<file path="config.mk">
export PLATFORM = sky130hd
export DESIGN_NAME = i2f_trunc
export DESIGN_NICKNAME = d
export VERILOG_FILES = /design/src/rtl/i2f_pkg.sv /design/src/rtl/i2f_magnitude.sv /design/src/rtl/i2f_normalize.sv /design/src/rtl/i2f_pack.sv /design/src/rtl/i2f_trunc.sv
export SDC_FILE = /design/constraint.sdc
export NUM_CORES = 1
export LEC_CHECK = 0
export ABC_AREA = 1
export BUFFER_PORTS_ARGS = -buffer_cell sky130_fd_sc_hd__buf_2
export CAP_MARGIN = 20
export CORE_UTILIZATION = 52
export CTS_CLUSTER_SIZE = 14
export DETAILED_ROUTE_END_ITERATION = 7
export PLACE_DENSITY_LB_ADDON = 0.25
export SLEW_MARGIN = 20
export SYNTH_ARGS = -nofsm -noshare
export SYNTH_HDL_FRONTEND = slang
export SYNTH_SLANG_ARGS = --single-unit
export TNS_END_PERCENT = 100
</file>
<file path="constraint.sdc">
create_clock -name clk -period 4.4 [get_ports clk]
set_clock_uncertainty 0.2 [all_clocks]
set_input_delay 0.88 -clock clk [delete_from_list [all_inputs] [get_ports clk]]
set_output_delay 0.88 -clock clk [all_outputs]
set_load 0.02 [all_outputs]
</file>
<file path="src/rtl/i2f_pkg.sv">
package i2f_pkg;
    localparam int INT_W  = 32;
    localparam int EXP_W  = 8;
    localparam int MAN_W  = 23;
    localparam int FLT_W  = 1 + EXP_W + MAN_W;
    localparam int SH_W   = $clog2(INT_W);
    localparam int STAGES = SH_W;
    localparam int BIAS   = (1 << (EXP_W - 1)) - 1;

    typedef enum logic {
        ST_EMPTY = 1'b0,
        ST_FULL  = 1'b1
    } stage_e;
endpackage

</file>
<file path="src/rtl/i2f_magnitude.sv">
module i2f_magnitude
    import i2f_pkg::*;
(
    input  logic [INT_W-1:0] value,
    output logic [INT_W-1:0] mag,
    output logic             neg,
    output logic             nonzero
);
    always_comb begin
        neg     = value[INT_W-1];
        mag     = neg ? (~value + INT_W'(1)) : value;
        nonzero = |value;
    end
endmodule

</file>
<file path="src/rtl/i2f_normalize.sv">
module i2f_normalize
    import i2f_pkg::*;
(
    input  logic [INT_W-1:0] mag,
    output logic [INT_W-1:0] norm,
    output logic [SH_W-1:0]  shift
);
    logic [INT_W-1:0] val [0:STAGES];
    logic [SH_W-1:0]  cnt [0:STAGES];

    assign val[0] = mag;
    assign cnt[0] = '0;

    for (genvar k = 0; k < STAGES; k++) begin : g_stage
        localparam int AMT = 1 << (STAGES - 1 - k);
        logic top_clear;
        always_comb begin
            top_clear  = ~|val[k][INT_W-1 -: AMT];
            val[k+1]   = top_clear ? (val[k] << AMT) : val[k];
            cnt[k+1]   = top_clear ? (cnt[k] + SH_W'(AMT)) : cnt[k];
        end
    end

    assign norm  = val[STAGES];
    assign shift = cnt[STAGES];

    always_comb begin
        if (mag != '0) begin
            AST_NORM_LEADING: assert (norm[INT_W-1]);
        end
    end
endmodule

</file>
<file path="src/rtl/i2f_pack.sv">
module i2f_pack
    import i2f_pkg::*;
(
    input  logic [INT_W-1:0] norm,
    input  logic [SH_W-1:0]  shift,
    input  logic             neg,
    input  logic             nonzero,
    output logic [FLT_W-1:0] bits
);
    localparam int DROP = INT_W - MAN_W - 1;

    logic [FLT_W-1:0] mant_ext;
    logic [FLT_W-1:0] exp_term;
    logic [FLT_W-1:0] body;

    always_comb begin
        mant_ext = FLT_W'(norm >> DROP);
        exp_term = FLT_W'(BIAS + INT_W - 2) - FLT_W'(shift);
        body     = nonzero ? (mant_ext + (exp_term << MAN_W)) : '0;
        bits     = body | ({{(FLT_W-1){1'b0}}, neg} << (FLT_W - 1));
    end
endmodule

</file>
<file path="src/rtl/i2f_trunc.sv">
module i2f_trunc
    import i2f_pkg::*;
(
    input  logic             clk,
    input  logic             rst_n,
    input  logic             in_valid,
    output logic             in_ready,
    input  logic [INT_W-1:0] in_data,
    output logic             out_valid,
    input  logic             out_ready,
    output logic [FLT_W-1:0] out_data
);
    logic [INT_W-1:0] mag;
    logic             neg;
    logic             nonzero;
    logic [INT_W-1:0] norm;
    logic [SH_W-1:0]  shift;
    logic [FLT_W-1:0] packed_bits;

    stage_e state, state_nx;
    logic   accept;
    logic   take;

    i2f_magnitude u_mag (
        .value   (in_data),
        .mag     (mag),
        .neg     (neg),
        .nonzero (nonzero)
    );

    i2f_normalize u_norm (
        .mag   (mag),
        .norm  (norm),
        .shift (shift)
    );

    i2f_pack u_pack (
        .norm    (norm),
        .shift   (shift),
        .neg     (neg),
        .nonzero (nonzero),
        .bits    (packed_bits)
    );

    always_comb begin
        in_ready  = (state == ST_EMPTY) || out_ready;
        out_valid = (state == ST_FULL);
        accept    = in_valid && in_ready;
        take      = out_valid && out_ready;
    end

    always_comb begin
        state_nx = state;
        unique case (state)
            ST_EMPTY: if (accept) state_nx = ST_FULL;            // ACCEPT
            ST_FULL:  if (take && !accept) state_nx = ST_EMPTY;  // DRAIN; else STREAM / HOLD
            default:  state_nx = ST_EMPTY;
        endcase
    end

    always_ff @(posedge clk) begin
        if (!rst_n) state <= ST_EMPTY;
        else        state <= state_nx;
    end

    always_ff @(posedge clk) begin
        if (!rst_n)      out_data <= '0;
        else if (accept) out_data <= packed_bits;
    end

    AST_HOLD_RESULT: assert property (@(posedge clk) disable iff (!rst_n)
        out_valid && !out_ready |=> out_valid && $stable(out_data));
    AST_STALL_BLOCKS: assert property (@(posedge clk) disable iff (!rst_n)
        out_valid && !out_ready |-> !in_ready);
    AST_ONE_CYCLE: assert property (@(posedge clk) disable iff (!rst_n)
        in_valid && in_ready |=> out_valid);
    AST_ZERO_PATTERN: assert property (@(posedge clk) disable iff (!rst_n)
        in_valid && in_ready && in_data == '0 |=> out_data == '0);
    AST_SIGN_FOLLOWS: assert property (@(posedge clk) disable iff (!rst_n)
        in_valid && in_ready |=> out_data[FLT_W-1] == $past(in_data[INT_W-1]));
    AST_MIN_INT: assert property (@(posedge clk) disable iff (!rst_n)
        in_valid && in_ready && in_data == {1'b1, {(INT_W-1){1'b0}}}
        |=> out_data == 32'hCF00_0000);
endmodule

</file>
# [Yosys cells after proc, flatten, opt, wreduce, memory -nomap -nowiden]
# Cells that the tools add are included.
[totals] regBits=33 out_inout_bits=34 wordCells=37
[classes] add_sub_neg=7 n_mux=15 bitwise_logic=3 reduce_logical=10
[op_table] operator="$mux 32" count=7
[op_table] operator="$add 24x32->32" count=1
[op_table] operator="$add 32x1->32 const B" count=1
[op_table] operator="$not 32->32" count=1
[op_table] operator="$or 32x32->32" count=1
[op_table] operator="$reduce_or 32->1" count=1
[op_table] operator="$mux 5" count=5
[op_table] operator="$reduce_or 16->1" count=1
[op_table] operator="$sub 8x5->9 const A" count=1
[op_table] operator="$reduce_or 8->1" count=1
[op_table] operator="$add 5x1->5 const B" count=1
[op_table] operator="$add 5x2->5 const B" count=1
[op_table] operator="$add 5x3->5 const B" count=1
[op_table] operator="$add 5x4->5 const B" count=1
[op_table] operator="$reduce_or 4->1" count=1
[op_table] operator="$logic_and 1x1->1" count=3
[op_table] operator="$mux 1" count=2
[op_table] operator="$pmux 1 s2" count=1
[op_table] operator="$reduce_or 2->1" count=1
[op_table] operator="$logic_not 1->1" count=1
[op_table] operator="$logic_or 1x1->1" count=1
[op_table] operator="$not 1->1" count=1

# [Depth between registers and ports, before layout]
[logic_depth] word_depth=17 mapped_depth=35

# [Hierarchy]
# A second synthesis with hierarchy kept.
[hier_totals] hier_cells=1089 hier_area_um2=5381.4
[by_module_without_submodules] module="i2f_normalize" n_inst=1 cells_each=545 area_per_inst_um2=2364.8 seq_area_each_um2=0.0
[by_module_without_submodules] module="i2f_trunc" n_inst=1 cells_each=215 area_per_inst_um2=1486.4 seq_area_each_um2=660.6
[by_module_without_submodules] module="i2f_magnitude" n_inst=1 cells_each=227 area_per_inst_um2=1077.3 seq_area_each_um2=0.0
[by_module_without_submodules] module="i2f_pack" n_inst=1 cells_each=102 area_per_inst_um2=452.9 seq_area_each_um2=0.0

# [Worst setup path before layout]
# No wires, ideal clock.
[synth_path] path_type="input -> register" from="input in_data[0]" to="register out_data[27]" setup_ns=0.132 t_arrival_ns=4.240 slack_ns=-0.173 stages=31 n_path_buf=1 path_cell_list="inv_2 > ha_1 > nand2_1 > nand2_1 > o21ai_2 > nor2_4 > nand3_1 > nand2_1 > nand2_1 > nor2_1 > nand2_1 > nor2_8 > nand3_1 > nand2_1 > nand2_2 > nor2_8 > nand3_2 > nand2_2 > nor2_2 > nand3_2 > nand2_4 > nor2_4 > buf_2 > ha_1 > xor2_1 > inv_1 > nor2_1 > nand3_1 > or2_0 > nand3_1 > a21oi_1"
[synth_via] elab_chain_len=17 word_cells_on_any_way=26 classes_between="add/sub (7); mux (12); bitwise (2); reduce/logical (5)"
[synth_lines] item="start, declared" line="i2f_trunc.sv:8" text="input logic [INT_W-1:0] in_data,"
[synth_lines] item="$not 32->32" line="i2f_magnitude.sv:11" text="mag = neg ? (~value + INT_W'(1)) : value;"
[synth_lines] item="$add 32x1->32" line="i2f_magnitude.sv:11"
[synth_lines] item="$mux 32" line="i2f_magnitude.sv:11"
[synth_lines] item="$reduce_or 16->1" line="i2f_normalize.sv:18" text="top_clear = ~|val[k][INT_W-1 -: AMT];"
[synth_lines] item="$mux 5 / $mux 32 (equally long branches)" line="i2f_normalize.sv:20, i2f_normalize.sv:19"
[synth_lines] item="$add 5x4->5 / $reduce_or 8->1 (equally long branches)" line="i2f_normalize.sv:20, i2f_normalize.sv:18"
[synth_lines] item="$mux 5 / $mux 32 (equally long branches)" line="i2f_normalize.sv:20, i2f_normalize.sv:19"
[synth_lines] item="$add 5x3->5 / $reduce_or 4->1 (equally long branches)" line="i2f_normalize.sv:20, i2f_normalize.sv:18"
[synth_lines] item="$mux 5 / $mux 32 (equally long branches)" line="i2f_normalize.sv:20, i2f_normalize.sv:19"
[synth_lines] item="$add 5x2->5 / $reduce_or 2->1 (equally long branches)" line="i2f_normalize.sv:20, i2f_normalize.sv:18"
[synth_lines] item="$mux 5" line="i2f_normalize.sv:20" text="cnt[k+1] = top_clear ? (cnt[k] + SH_W'(AMT)) : cnt[k];"
[synth_lines] item="$add 5x1->5" line="i2f_normalize.sv:20"
[synth_lines] item="$mux 5" line="i2f_normalize.sv:20"
[synth_lines] item="$sub 8x5->9" line="i2f_pack.sv:18" text="exp_term = FLT_W'(BIAS + INT_W - 2) - FLT_W'(shift);"
[synth_lines] item="$add 24x32->32" line="i2f_pack.sv:19" text="body = nonzero ? (mant_ext + (exp_term << MAN_W)) : '0;"
[synth_lines] item="$mux 32 *" line="i2f_pack.sv:19"
[synth_lines] item="$or 32x32->32 *" line="i2f_pack.sv:20" text="bits = body | ({{(FLT_W-1){1'b0}}, neg} << (FLT_W - 1));"
[synth_lines] item="end signal, assigned" line="i2f_trunc.sv:68" text="else if (accept) out_data <= packed_bits;"
[synth_lines] item="end, declared" line="i2f_trunc.sv:11" text="output logic [FLT_W-1:0] out_data"
# Mark *: on every way between the ends. The rest lies on a longest branch, timed or not.
# A chain may end at the register's enable or synchronous reset.

# [Worst setup path after layout]
[layout_path] from="input in_data[21]" to="register out_data[27]"
# The elaborated chain is that of the path after synthesis.

==> impl_results.md <==
* Req. time, crit path at between 4 and 5 ns
* Synthesized flop and latch total at 33
* Status: complete, but fails checks
* DP Area at roughly 5600 sq um
* Crit path time final at approximately 5.4 ns
* Root Driver: clkbuf_8
* Vias in the first global route at ~5400
* Cell mode on critical path: nand3_1
* Mapped Cells at roughly 730
* Peak supply drop at around 0.00028 V
* Fmax at roughly 190 MHz
* Post-CTS Hold Buffers at 0
* Critical path fanouts, max at 8
* Io pins at 70
* Final nets at between 900 and 1000
* Count of final max-slew check failures at 0
* Reg2Reg Depth at 8
* P&R area growth vs syn at 60.6%
* Critical Path Source Type: primary input
* Routed WL per cell at 21.1 microns
* Initial core utilization at 0.546
* Final hold violations at 0
* Final Total Pwr at between 1500 and 2000 uW
* Diode count at 0
* WP data arrival at 5.29 ns
* PwrDens at 236 nW/um^2
* Antenna Nets Post-Route at 0
* Most common cell after layout, fill and taps aside: nand2_1
* HPWL after DPL at roughly 11000 microns
* Core area at approximately 7400 sq um
* Hold wc startpoint: out_data[22]$_SDFFE_PN0P_
* Total Wirelength at ~22000 microns
* Die height at approximately 90 microns
* DRC viols at between 100 and 150
* Mean Syn Cell Area at 5.48 sq um
* Part of the cycle the worst path needs at 1.22
* Utilization after layout at 0.877
* Fillcell total at between 300 and 400
* Total GRT Usage at 0.371
* Max cap viols at 0
* Crit Path Class: primary input to flip-flop
* Rel. slew slack at 0.311
* Setup Total Neg Slack at -19.09 ns
* Gpl congestion at between 1 and 1.5
* H-tree levels at 2
* First-pass GRT wire length at 24900 microns
* Crit-path max cell delay at slightly below 0.3 ns
* Setup slack, reg-to-reg at ~2.4 ns
* Highest-count cells in the layout ignoring fill and taps: nand2_1 (241), buf_4 (157), nand3_1 (69)
* Max clock buf depth at 2
* Worst reg2reg path startpoint: out_valid$_SDFF_PN0_
* Distinct cells, synth at 35
* Die area at about 8000 sq um
* Worst Hold End: out_data[22]$_SDFFE_PN0P_
* Drt first pass iters at 8
* # port buffers at 69
* CTS Buf Count at 5
* 1st-iter DRT viols at about 1300
* Final Setup Violations at 31
* RSZ-0062 raised after global routing: yes
* Vias at 6932
* Placed cells at a little over 1000
* Share of cells above drive strength 1 at 0.426
* Seq/Total Area, Yosys at 0.164
* Syn. warnings at 0
* Crit. End Element: flip-flop
* Final worst slack at -0.957 ns
* Hold Crit Class: flip-flop to flip-flop
* Final cell count without fillers at between 1000 and 1500
* Leakage at between 0.003 and 0.004 uW
* CP max stage cell: nor2_1
* Site Rows at 31
* Vias per cell at ~6.6
* Post-synth design cell area at 4020 sq um
* Post-Layout Inst Area at 6460 sq um
* Initial antenna violation count at 0
* Syn_nets at about 770
* DIE WIDTH at 90.0 microns
* CTS tree: built
* Largest net degree at the start of global routing at 35
* Gr ovfl total at 0
* Failing checks: design-rule violations, negative setup slack
* Min-Delay Path Depth at 2
* Insertion delay to the later sink of the worst-skew pair at 0.29 ns
* Clk sinks at 33
* Worst r2r dst: out_data[22]$_SDFFE_PN0P_
* Worst slew pin tran at between 1 and 1.5 ns
* Worst-path clk slew at ~0.08 ns
## cells by family after synthesis
family	Yosys count	share of synthesized area
AND/OR/NAND/NOR	493	0.558
AO/OA/AOI/OAI	100	0.135
buffers and inverters	88	0.0967
flip-flops	33	0.164
XOR/XNOR	17	0.0370
adder cells (fa/ha/maj)	3	0.00933
## worst max-delay path: cells and delay by family
family,cells,cell delay [ns]
simple gates,23,3.41
compound gates,2,0.29
buf+inv,2,0.25
xor+xnor,1,0.25
fa+ha+maj,1,0.20
## worst max-delay path by stage
stage | endpoint | from | cells after the start | slack (ns)
global placement | out_data[27]$_SDFFE_PN0P_ | in_data[1] | 29 | -0.28
finish | out_data[27]$_SDFFE_PN0P_ | in_data[21] | 29 | -0.96
detailed placement | out_data[27]$_SDFFE_PN0P_ | in_data[1] | 30 | -0.48
floorplan | out_data[27]$_SDFFE_PN0P_ | in_data[1] | 31 | -0.009
CTS | out_data[27]$_SDFFE_PN0P_ | in_data[0] | 33 | -0.007
global route | out_data[27]$_SDFFE_PN0P_ | in_data[21] | 29 | -1.02
## what timing repair did
item,CTS,global route
resized for setup,42,113
setup buffers,7,11
endpoints found under the setup margin,27,31
pin swaps,28,51
gates cloned,1,4
## cells in the mapped netlist
library cell / n / area share
ha_1: 3 / 0.0093
xnor2_1: 7 / 0.015
buf_2: 10 / 0.012
dfxtp_1: 33 / 0.16
a21oi_4: 1 / 0.0040
xor2_1: 10 / 0.022
a21oi_1: 37 / 0.046
nor2_2: 7 / 0.011
nor2_1: 70 / 0.065
clkinv_2: 1 / 0.0012
or2_0: 1 / 0.0016
or2_1: 5 / 0.0078
and2_1: 2 / 0.0031
nand3_1: 79 / 0.098
a21o_1: 1 / 0.0019
o211ai_1: 5 / 0.0093
inv_2: 7 / 0.0065
clkbuf_1: 11 / 0.010
nor3_1: 4 / 0.0050
nand3_2: 3 / 0.0075
o21ai_0: 21 / 0.026
buf_4: 8 / 0.015
o21bai_1: 3 / 0.0056
o21ai_1: 29 / 0.036
buf_6: 2 / 0.0056
o21ai_2: 2 / 0.0044
nand3b_1: 7 / 0.013
o21a_1: 1 / 0.0019
nand2_1: 282 / 0.26
nor2_4: 7 / 0.020
nand2_4: 4 / 0.011
nand4_1: 8 / 0.012
nand2_2: 9 / 0.014
nor2_8: 5 / 0.025
inv_1: 49 / 0.046
## where the power goes
part,switching [uW],total (uW),internal [uW]
sequential,18.0,346,329
combinational,546,885,339
clock,125,295,170
total,689,1530,837
## cell type report
class / count / area [sq um] / share of cell area
Clock buffer: 5 / 68.8 / 0.0107
Inverter: 57 / 255 / 0.0395
Tap cell: 99 / 124 / 0.0192
Clock inverter: 3 / 46.3 / 0.00716
Multi-Input combinational cell: 616 / 3550 / 0.550
Sequential cell: 33 / 661 / 0.102
Timing Repair Buffer: 237 / 1750 / 0.271
## metrics by stage
step           setup slack (ns)  hold slack (ns)
3_5_place_dp             -0.477            0.253
4_1_cts                -0.00710            0.265
3_3_place_gp             -0.275            0.247
2_1_floorplan          -0.00917            0.341
5_1_grt                   -1.02            0.280
6_report                 -0.957            0.267
## flip-flops by register name (all words and copies together), names as in the netlist
name,count
out_valid,1
out_data,32
## routing by layer
layer	track usage	vias to the layer above	routed length [microns]
met5	0	-	0
met4	0.112	0	2600
met3	0.0736	350	3400
met2	0.633	816	8880
met1	0.470	2980	7270
li1	-	2786	-
No activity file was read; power rests on OpenSTA's default activity.
